`src/rtl/bmd_pkg.sv`:
```
package bmd_pkg;
  typedef struct packed {
    logic xfer;
    logic setStall;
    logic savePend;
    logic clrPend;
  } bmdCtl_t;
endpackage

```
`src/rtl/bmd_datapath.sv`:
```
module bmd_datapath
  import bmd_pkg::*;
#(
  parameter int W       = 4,
  parameter int AW      = 32,
  parameter int NT_STEP = 8,
  localparam int CNT_W  = $clog2(W + 1)
) (
  input  logic              clk,
  input  logic              rstN,
  input  bmdCtl_t           ctl,
  input  logic [CNT_W-1:0]  grpCount,
  input  logic [W*AW-1:0]   grpAddr,
  input  logic [W-1:0]      grpIsBranch,
  input  logic [W-1:0]      predTaken,
  output logic              anyMispred,
  output logic              lastIsBranch,
  output logic [W-1:0]      updValid,
  output logic [W*AW-1:0]   updAddr,
  output logic [W-1:0]      updPred,
  output logic [W-1:0]      updActual
);

  logic          pendValid;
  logic [AW-1:0] pendAddr;
  logic          pendPred;

  logic [W-1:0]          laneAct, laneBr, lanePred, laneActual, laneMis;
  logic [W-1:0][AW-1:0]  prevAddr, nextAddr;

  for (genvar k = 0; k < W; k++) begin : g_lane
    if (k == 0) begin : g_carry
      assign prevAddr[k] = pendAddr;
      assign laneBr[k]   = pendValid;
      assign lanePred[k] = pendPred;
      assign laneAct[k]  = (grpCount != '0);
    end else begin : g_pair
      assign prevAddr[k] = grpAddr[(k-1)*AW +: AW];
      assign laneBr[k]   = grpIsBranch[k-1];
      assign lanePred[k] = predTaken[k-1];
      assign laneAct[k]  = (CNT_W'(k) < grpCount);
    end
    assign nextAddr[k]          = grpAddr[k*AW +: AW];
    assign laneActual[k]        = (nextAddr[k] != prevAddr[k] + AW'(NT_STEP));
    assign updValid[k]          = ctl.xfer && laneAct[k] && laneBr[k];
    assign laneMis[k]           = updValid[k] && (lanePred[k] != laneActual[k]);
    assign updAddr[k*AW +: AW]  = prevAddr[k];
    assign updPred[k]           = lanePred[k];
    assign updActual[k]         = laneActual[k];
  end

  assign anyMispred = |laneMis;

  logic [AW-1:0] lastAddr;
  logic          lastPred;

  always_comb begin
    lastIsBranch = 1'b0;
    lastAddr     = '0;
    lastPred     = 1'b0;
    for (int i = 0; i < W; i++) begin
      if (CNT_W'(i) + CNT_W'(1) == grpCount) begin
        lastIsBranch = grpIsBranch[i];
        lastAddr     = grpAddr[i*AW +: AW];
        lastPred     = predTaken[i];
      end
    end
  end

  always_ff @(posedge clk) begin
    if (!rstN) begin
      pendValid <= 1'b0;
      pendAddr  <= '0;
      pendPred  <= 1'b0;
    end else if (ctl.savePend) begin
      pendValid <= 1'b1;
      pendAddr  <= lastAddr;
      pendPred  <= lastPred;
    end else if (ctl.clrPend) begin
      pendValid <= 1'b0;
    end
  end

  AST_UPD_NEEDS_XFER: assert property (@(posedge clk) disable iff (!rstN)
    (|updValid) |-> ctl.xfer);
  AST_PEND_HOLD: assert property (@(posedge clk) disable iff (!rstN)
    !ctl.xfer |=> ($stable(pendValid) && $stable(pendAddr)));
  AST_PEND_DROP: assert property (@(posedge clk) disable iff (!rstN)
    (ctl.xfer && !lastIsBranch) |=> !pendValid);

endmodule

```
`src/rtl/bmd_control.sv`:
```
module bmd_control
  import bmd_pkg::*;
#(
  parameter int W      = 4,
  localparam int CNT_W = $clog2(W + 1)
) (
  input  logic             clk,
  input  logic             rstN,
  input  logic [CNT_W-1:0] grpCount,
  input  logic             decFull,
  input  logic             resolvePulse,
  input  logic             anyMispred,
  input  logic             lastIsBranch,
  output bmdCtl_t          ctl,
  output logic             stallQ
);

  always_comb begin
    ctl.xfer     = (grpCount != '0) && !decFull && !stallQ;
    ctl.setStall = ctl.xfer && anyMispred;
    ctl.savePend = ctl.xfer && lastIsBranch;
    ctl.clrPend  = ctl.xfer && !lastIsBranch;
  end

  always_ff @(posedge clk) begin
    if (!rstN)             stallQ <= 1'b0;
    else if (ctl.setStall) stallQ <= 1'b1;
    else if (resolvePulse) stallQ <= 1'b0;
  end

  AST_COUNT_RANGE: assert property (@(posedge clk) disable iff (!rstN)
    grpCount <= CNT_W'(W));
  AST_STALL_SET: assert property (@(posedge clk) disable iff (!rstN)
    (ctl.xfer && anyMispred) |=> stallQ);
  AST_STALL_HOLD: assert property (@(posedge clk) disable iff (!rstN)
    (stallQ && !resolvePulse) |=> stallQ);
  AST_STALL_RELEASE: assert property (@(posedge clk) disable iff (!rstN)
    (stallQ && resolvePulse) |=> !stallQ);
  AST_IDLE_RESOLVE: assert property (@(posedge clk) disable iff (!rstN)
    (!stallQ && !ctl.xfer) |=> !stallQ);

endmodule

```
`src/rtl/branch_mispredict_detector.sv`:
```
module branch_mispredict_detector
  import bmd_pkg::*;
#(
  parameter int W       = 4,
  parameter int AW      = 32,
  parameter int NT_STEP = 8,
  localparam int CNT_W  = $clog2(W + 1)
) (
  input  logic              clk,
  input  logic              rstN,
  input  logic [CNT_W-1:0]  grpCount,
  input  logic [W*AW-1:0]   grpAddr,
  input  logic [W-1:0]      grpIsBranch,
  input  logic [W-1:0]      predTaken,
  input  logic              decFull,
  input  logic              resolvePulse,
  output logic              xferFire,
  output logic              stallActive,
  output logic              mispredict,
  output logic [W-1:0]      updValid,
  output logic [W*AW-1:0]   updAddr,
  output logic [W-1:0]      updPred,
  output logic [W-1:0]      updActual
);

  bmdCtl_t ctl;
  logic    anyMispred;
  logic    lastIsBranch;
  logic    stallQ;

  bmd_control #(.W(W)) ctrl_i (
    .clk          (clk),
    .rstN         (rstN),
    .grpCount     (grpCount),
    .decFull      (decFull),
    .resolvePulse (resolvePulse),
    .anyMispred   (anyMispred),
    .lastIsBranch (lastIsBranch),
    .ctl          (ctl),
    .stallQ       (stallQ)
  );

  bmd_datapath #(.W(W), .AW(AW), .NT_STEP(NT_STEP)) dp_i (
    .clk          (clk),
    .rstN         (rstN),
    .ctl          (ctl),
    .grpCount     (grpCount),
    .grpAddr      (grpAddr),
    .grpIsBranch  (grpIsBranch),
    .predTaken    (predTaken),
    .anyMispred   (anyMispred),
    .lastIsBranch (lastIsBranch),
    .updValid     (updValid),
    .updAddr      (updAddr),
    .updPred      (updPred),
    .updActual    (updActual)
  );

  assign xferFire    = ctl.xfer;
  assign stallActive = stallQ;
  assign mispredict  = anyMispred;

endmodule

```
`config.mk`:
```
export PLATFORM = sky130hd
export DESIGN_NAME = branch_mispredict_detector
export DESIGN_NICKNAME = d
export VERILOG_FILES = /design/src/rtl/bmd_pkg.sv /design/src/rtl/bmd_datapath.sv /design/src/rtl/bmd_control.sv /design/src/rtl/branch_mispredict_detector.sv
export SDC_FILE = /design/constraint.sdc
export NUM_CORES = 1
export LEC_CHECK = 0
export ABC_AREA = 1
export BUFFER_PORTS_ARGS = -buffer_cell sky130_fd_sc_hd__clkbuf_2
export CORE_MARGIN = 2
export CORE_UTILIZATION = 37
export DETAILED_ROUTE_END_ITERATION = 8
export GPL_ROUTABILITY_DRIVEN = 0
export PLACE_DENSITY = 0.75
export SKIP_CTS_REPAIR_TIMING = 1
export SLEW_MARGIN = 20
export SYNTH_ARGS = -nofsm -noshare
export SYNTH_HDL_FRONTEND = slang
export SYNTH_HIERARCHICAL = 1
export SYNTH_SLANG_ARGS = --single-unit
```
`constraint.sdc`:
```
create_clock -name clk -period 2.17 [get_ports clk]
set_input_delay 0.1085 -clock clk [delete_from_list [all_inputs] [get_ports clk]]
set_output_delay 0.1085 -clock clk [all_outputs]
set_load 0.01 [all_outputs]
```
==> impl_metrics.yaml, run 1 <==
status:
  status: "complete, but fails checks"
  violations: "setup timing"
hold_path:
  hold_class: "input port to flop"
  hold_start: "resolvePulse"
  min_path_cells: 4
  hold_end: "ctrl_i/stallQ$_SDFFE_PN0P_"
power:
  finalPower_mw: 3.30
  p_leak_nw: 5.60
  peakVddDrop_v: 0.000277
  cellPowerDensity_nw_per_um2: 310
cells_and_area:
  multiInputGateArea_um2: 5950
  antenna_cells: 0
  stdcell_count: 2081
  regArea_um2: 743
  fin_util_pct: 50.4
  fillCellCount: 2191
  design_area_um2: 10600
  layout-drive-gt1-share_pct: 33.2
  nets: 1953
  area_delta_synth_final_pct: 33.4
detailed_routing:
  num_vias: 11192
  drc: 0
  firstDrtPassIters: 7
  drtAntennaViolNets: 0
  wl_um: 36600
  drt_iter0_drc: 1321
  vias_per_cell: 5.38
  wl_per_cell_um: 17.6
place:
  post-place-cells: 2067
  portBuffers: 285
  pre_cts_ws_ps: -169
  place_hpwl_um: 31000
  detailed_place.area_um2: 10200
die:
  die_w_um: 151
  dieHeight_um: 151
  row_count: 53
  die_area_um2: 22700
  start_util_pct: 37.8
  core_area_um2: 21100
  io_pins: 286
clock_tree:
  cts_tree: "built"
  ctsHtreeMaxLevel: 2
  root_buffer: "clkbuf_16"
  cts_buffer_depth: 2
  insertion_delay_ps: 290
  cts_made_buffers: 5
  path_clk_slew_ps: 70
  cts_sinks: 35
worst_setup_path:
  crit_top_cell: "nand2_1"
  worstSetupStartpoint: "dp_i/pendAddr[20]$_SDFFE_PN0P_"
  rr_worst_depth: 23
  cp-start-kind: "flop"
  worstPathArrival_ps: 2450
  reg2reg_slack_ps: -310
  cp_max_fo: 5
  cp_slowest_cell: "dfxtp_1"
  required_ps: 2060
  crit_type: "flop to output pin"
  r2r_end: "ctrl_i/stallQ$_SDFFE_PN0P_"
  r2r-start: "dp_i/pendAddr[20]$_SDFFE_PN0P_"
  endpoint_kind: "output pin"
  slowest_delay_ps: 450
  cp_cell_sequence: "nand2_1, nor2_1, nand2_1, nor2_1, nand2_2, nor2_1, nand2_1, nand2_1, nand2_1, inv_1, nand2_1, nor2_2, nand2_2, nand2_1, nand2_1, nand2_1, nand2_1, inv_1, nand2_2, buf_6"
synth:
  syn_nets: 1610
  yosysWarnings: 6
  netlist_area_um2: 7970
  syn_area_per_cell_um2: 5.44
  syn-instance-count: 1463
sta:
  fin_ws_ps: -385
  worstMarginPinSlew_ps: 659
  period_needed_ps: 2550
  whs_ps: 75.5
  tns_ps: -1000
  max_freq_ghz: 0.391
  skew_ps: 10.0
  final-max-slew-violation-count: 0
  setup_violations: 3
  hold_viol: 0
  period_share_pct: 118
  relSlewSlack_pct: 56.1
  rsz0062_at_grt: "true"
global_route:
  grt_pass1_wl_um: 53600
  grt_pass1_vias: 10136
  grt_max_degree: 46
  globalRouteOverflowTotal: 0
  antenna_found_initial: 0
  grt_usage_pct: 30.7
run:
  drv_cap: 0
==> state kept, by name, indices dropped and copies added (netlist names) <==
name and count:
dp_i/pendPred 1, dp_i/pendValid 1, ctrl_i/stallQ 1, dp_i/pendAddr 32
==> metal layers <==
metal	wire length (µm)	part of all wire [%]	global-route usage, %	up-vias
li1	-	-	-	5272
met1	13900	38	38.5	4985
met2	16200	44	50.4	792
met3	4680	13	6.24	143
met4	1850	5.1	14.2	0
met5	0	0	0	-
==> layout make-up <==
cell class              instances  area share (%)
inverters                     168            6.00
well taps                     275            3.24
clock inverters                 1          0.0471
multi-input cells            1131            56.0
repair buffers                465            26.4
flip-flops and latches         35            6.99
clock buffers                   6            1.31
==> placed cells by master (no fill, tap or decap), types with 4 or more instances in the layout <==
cell and instances:
a21oi_1 21, a31oi_1 33, a32o_1 15, buf_4 178, clkbuf_16 5, clkbuf_2 283
dfxtp_1 17, dfxtp_2 10, dfxtp_4 8, inv_1 157, inv_2 9, nand2_1 473
nand2_2 21, nand2_4 4, nand3_1 102, nand3_2 5, nand3b_1 14, nand4_1 19
nor2_1 146, nor2_2 36, nor2_4 18, o21ai_0 63, o21bai_1 8, o221ai_1 15
or2_2 4, xnor2_1 50, xor2_1 53
==> worst max-delay path: cells and delay by family (launching register included) <==
kind / cells / cell delay, ps
buffers and inverters: 3 / 240
flip-flops: 1 / 450
AND/OR/NAND/NOR: 17 / 1440
==> power breakdown <==
group / leakage, nW / switching (mW) / total (mW) / internal, mW
sequential: 0.296 / 0.0577 / 0.740 / 0.683
clock: 0.0727 / 0.309 / 0.759 / 0.449
combinational: 5.23 / 1.07 / 1.80 / 0.730
total: 5.60 / 1.44 / 3.30 / 1.86
==> how the worst max path moves through the flow <==
stage | slack (ps) | end | cells after the start
after floorplan | 20 | dp_i/pendAddr[22]$_SDFFE_PN0P_ | 13
after global placement | -150 | mispredict | 17
after detailed placement | -170 | ctrl_i/stallQ$_SDFFE_PN0P_ | 19
after CTS | -420 | mispredict | 19
after global routing | -580 | mispredict | 20
final | -380 | mispredict | 20
(Power assumes the default switching activity.)
==> inputs of run 2 (changes only) <==
--- a/config.mk
+++ b/config.mk
@@ -8,10 +8,10 @@
 export ABC_AREA = 1
 export BUFFER_PORTS_ARGS = -buffer_cell sky130_fd_sc_hd__clkbuf_2
 export CORE_MARGIN = 2
-export CORE_UTILIZATION = 37
+export CORE_UTILIZATION = 35
 export DETAILED_ROUTE_END_ITERATION = 8
 export GPL_ROUTABILITY_DRIVEN = 0
-export PLACE_DENSITY = 0.75
+export PLACE_DENSITY = 0.72
 export SKIP_CTS_REPAIR_TIMING = 1
 export SLEW_MARGIN = 20
 export SYNTH_ARGS = -nofsm -noshare
==> impl_metrics.yaml, run 2 (synthesis gave the netlist of run 1 again) <==
sta:
  relSlewSlack_pct: 51.5
  worstMarginPinSlew_ps: 727
  rsz0062_at_grt: "true"
  final-max-slew-violation-count: 0
  skew_ps: 10.6
  max_freq_ghz: 0.398
  fin_ws_ps: -342
  period_needed_ps: 2510
  hold_viol: 0
  setup_violations: 3
  tns_ps: -623
  period_share_pct: 116
power:
  peakVddDrop_v: 0.000359
  cellPowerDensity_nw_per_um2: 309
  p_leak_nw: 5.54
die:
  die_area_um2: 24000
  die_w_um: 155
  row_count: 55
  dieHeight_um: 155
  io_pins: 286
  start_util_pct: 35.4
  core_area_um2: 22500
worst_setup_path:
  rr_worst_depth: 20
  slowest_delay_ps: 380
  reg2reg_slack_ps: -150
  cp_max_fo: 6
  cp_slowest_cell: "dfxtp_4"
  endpoint_kind: "output pin"
  cp-start-kind: "flop"
  path_delay_family: "simple AND/OR/NAND/NOR gates"
  worstPathArrival_ps: 2400
  cp_cell_sequence: "nand2_1, nor2_2, nand2_1, nor2_4, nand2_1, a21oi_2, nand2_1, nor2_1, nand2_1, nor2_2, nand2_1, nand2_1, nand2_1, nand2_1, nand2_1, inv_1, nand2_2, clkbuf_2"
  cp.buffers_inverters: 2
  crit_type: "flop to output pin"
  crit_top_cell: "nand2_1"
  required_ps: 2060
  r2r_end: "ctrl_i/stallQ$_SDFFE_PN0P_"
  r2r-start: "dp_i/pendAddr[17]$_SDFFE_PN0P_"
global_route:
  grt_usage_pct: 28.7
  grt_pass1_wl_um: 53700
  antenna_found_initial: 0
  grt_pass1_vias: 9966
  globalRouteOverflowTotal: 0
  grt_max_degree: 68
clock_tree:
  path_clk_slew_ps: 60
  insertion_delay_ps: 290
  cts_sinks: 35
  root_buffer: "clkbuf_16"
  ctsHtreeMaxLevel: 2
  cts_made_buffers: 5
  cts_buffer_depth: 2
  cts_tree: "built"
hold_path:
  min_path_cells: 3
  hold_class: "input port to flop"
  hold_end: "dp_i/pendPred$_SDFFE_PN0P_"
  hold_start: "predTaken[3]"
cells_and_area:
  fillCellCount: 2422
  layout_common_cells: "nand2_1, clkbuf_2, buf_4"
  antenna_cells: 0
  design_area_um2: 10500
  largest_reg_flops: 32
  layout-drive-gt1-share_pct: 32.6
  stdcell_count: 2085
  nets: 1946
  final_common_cell: "nand2_1"
  largest-register: "dp_i/pendAddr"
  fin_util_pct: 46.8
  area_delta_synth_final_pct: 32.1
detailed_routing:
  wirelength_met1_um: 14600
  drtAntennaViolNets: 0
  vias_per_cell: 5.25
  firstDrtPassIters: 6
  drt_iter0_drc: 1134
  top_layer_used: "met4"
  dr_wl_met3_um: 3990
  wl_um: 36000
  drc: 0
  wl_per_cell_um: 17.3
  num_vias: 10940
  dr_wl_met2_um: 15700
place:
  place_hpwl_um: 30700
  portBuffers: 285
  detailed_place.area_um2: 10200
  post-place-cells: 2073
status:
  violations: "setup timing"
  status: "complete, but fails checks"
run:
  drv_cap: 0
==> run 2: how the worst max path moves through the flow <==
stage               depth (start not counted)                        endpoint                           start  slack [ps]
floorplan                                  13  dp_i/pendAddr[22]$_SDFFE_PN0P_                     grpCount[0]          20
global placement                           17                      mispredict                     grpAddr[35]        -180
detailed placement                         19      ctrl_i/stallQ$_SDFFE_PN0P_                     grpAddr[35]        -190
CTS                                        21                      mispredict   dp_i/pendAddr[3]$_SDFFE_PN0P_        -460
global route                               18                      mispredict   dp_i/pendAddr[7]$_SDFFE_PN0P_        -550
finish                                     18                      mispredict  dp_i/pendAddr[17]$_SDFFE_PN0P_        -340
==> run 2: routing by layer <==
metal  up-vias  track usage (%)
met3       122             4.12
met2       697             46.3
met4         0             12.8
met1      4849             38.3
li1       5272                -
met5         -                0
==> run 2: power by group <==
group	leakage [nW]	switching [mW]	internal, mW
clock	0.0712	0.325	0.426
sequential	0.296	0.0555	0.683
combinational	5.17	1.05	0.715
==> run 2: worst register-to-register path, stage by stage, from the launching register on <==
cell     delay, ps
dfxtp_4        380
nand2_1        110
nor2_2         180
nand2_1        110
nor2_4         200
nand2_1        100
a21oi_2        120
nand2_1         60
nor2_1          90
nand2_1         70
nor2_2         150
nand2_1         90
nand2_1         60
nand2_1         40
nand2_1         50
nand2_1         60
inv_1           60
nand2_2         60
buf_4          140
nand3_2         50
a21oi_2         40
==> run 2: metrics by stage <==
step           power [mW]  hold WS (ps)  setup WS, ps
5_1_grt              3.43          91.5          -549
3_3_place_gp         2.44           376          -182
4_1_cts              3.20          86.0          -463
2_1_floorplan        1.70           230          20.5
6_report             3.25          83.8          -342
3_5_place_dp         2.46           387          -193
==> run 2: area by class of cell <==
type                       instances  area [µm²]  share of cell area [%]
sequential                        35         742                    7.05
clock buffer                       6         129                    1.22
tap                              285         357                    3.39
multi-input combinational       1131        5910                    56.2
clock inverter                     2        11.3                   0.107
timing repair buffer             458        2740                    26.0
inverter                         168         633                    6.02
==> inputs of run 3 (changes only) <==
--- a/config.mk
+++ b/config.mk
@@ -7,7 +7,6 @@
 export LEC_CHECK = 0
 export ABC_AREA = 1
 export BUFFER_PORTS_ARGS = -buffer_cell sky130_fd_sc_hd__clkbuf_2
-export CORE_MARGIN = 2
 export CORE_UTILIZATION = 35
 export DETAILED_ROUTE_END_ITERATION = 8
 export GPL_ROUTABILITY_DRIVEN = 0
==> impl_metrics.yaml, run 3 (synthesis gave the netlist of run 1 again) <==
status:
  status: "complete, but fails checks"
  violations: "setup timing"
die:
  io_pins: 286
  die_w_um: 153
  row_count: 54
  die_area_um2: 23400
  core_area_um2: 22100
  start_util_pct: 36.1
  dieHeight_um: 153
detailed_routing:
  drc: 0
  wl_per_cell_um: 17.2
  vias_per_cell: 5.27
  drtAntennaViolNets: 0
  drt_iter0_drc: 1258
  wl_um: 35900
  num_vias: 10973
  firstDrtPassIters: 8
worst_setup_path:
  cp-start-kind: "flop"
  required_ps: 2060
  endpoint_kind: "output pin"
  worstPathArrival_ps: 2480
  crit_type: "flop to output pin"
  cp_max_fo: 3
cells_and_area:
  antenna_cells: 0
  fillCellCount: 2299
  final_common_cell: "nand2_1"
  largest_reg_flops: 32
  layout-drive-gt1-share_pct: 32.4
  design_area_um2: 10600
  largest-register: "dp_i/pendAddr"
  layout_common_cells: "nand2_1, clkbuf_2, buf_4"
  nets: 1947
  stdcell_count: 2081
  area_delta_synth_final_pct: 32.5
clock_tree:
  ctsHtreeMaxLevel: 2
  root_buffer: "clkbuf_16"
  insertion_delay_ps: 300
  cts_sinks: 35
  cts_tree: "built"
  path_clk_slew_ps: 70
  cts_buffer_depth: 2
  cts_made_buffers: 5
sta:
  period_needed_ps: 2590
  setup_violations: 3
  final-max-slew-violation-count: 0
  whs_ps: 68.7
  rsz0062_at_grt: "true"
  hold_viol: 0
  skew_ps: 11.1
  worstMarginPinSlew_ps: 708
  fin_ws_ps: -417
  relSlewSlack_pct: 52.8
  tns_ps: -838
  period_share_pct: 119
  max_freq_ghz: 0.387
power:
  p_leak_nw: 5.55
  peakVddDrop_v: 0.000250
  cellPowerDensity_nw_per_um2: 311
global_route:
  grt_usage_pct: 30.0
  globalRouteOverflowTotal: 0
  grt_pass1_vias: 10076
  grt_max_degree: 68
  grt_pass1_wl_um: 55000
  antenna_found_initial: 0
place:
  portBuffers: 285
  post-place-cells: 2071
  place_hpwl_um: 30600
  pre_cts_ws_ps: -180
  detailed_place.area_um2: 10200
run:
  drv_cap: 0
hold_path:
  hold_class: "input port to flop"
run 3: worst paths after layout:
check,startpoint,to,slack [ps],cells past startpoint
worst max-delay path,dp_i/pendAddr[3]$_SDFFE_PN0P_,mispredict,-420,20
worst min register to register,ctrl_i/stallQ$_SDFFE_PN0P_,ctrl_i/stallQ$_SDFFE_PN0P_,510,2
worst max register to register,dp_i/pendAddr[3]$_SDFFE_PN0P_,ctrl_i/stallQ$_SDFFE_PN0P_,-240,22
worst min-delay path,resolvePulse,ctrl_i/stallQ$_SDFFE_PN0P_,70,4
run 3: layer usage:
metal / global-route usage (%) / share of wire (%)
met1: 39.1 / 40
met2: 49.3 / 44
met3: 5.25 / 12
met4: 11.0 / 3.8
met5: 0 / 0
run 3: critical path: stages, from the launching register on:
cell and delay, ps:
dfxtp_4 360, ha_4 170, buf_6 110, xor2_2 140, nand2_1 70, nand2_1 50
nor2_1 90, nand2_1 90, nor2_2 160, nand2_1 60, nor2_1 100, nand2_1 70
nor2_2 140, nand2_1 80, nand2_1 70, nand2_1 40, nand2_1 50, nand2_1 50
inv_1 70, nand2_2 70, buf_6 120
run 3: per-stage QoR:
step,total power [mW],utilization [%]
final,3.28,47.8
after global routing,3.46,47.8
after CTS,3.21,46.8
after detailed placement,2.46,46.2
after global placement,2.44,46.2
after floorplan,1.70,-
run 3: area by class of cell:
type                    instances  area, µm²  share of cell area [%]
inverters                     168        636                    6.02
flip-flops and latches         35        721                    6.83
repair buffers                459       2760                    26.2
multi-input cells            1131       5950                    56.4
clock buffers                   6        129                    1.22
well taps                     280        350                    3.32
clock inverters                 2       11.3                   0.107
run 3: power by group:
group | total [mW] | internal (mW) | switching [mW]
Combinational | 1.78 | 0.724 | 1.05
Sequential | 0.741 | 0.685 | 0.0557
Clock | 0.765 | 0.427 | 0.338
Total | 3.28 | 1.84 | 1.44
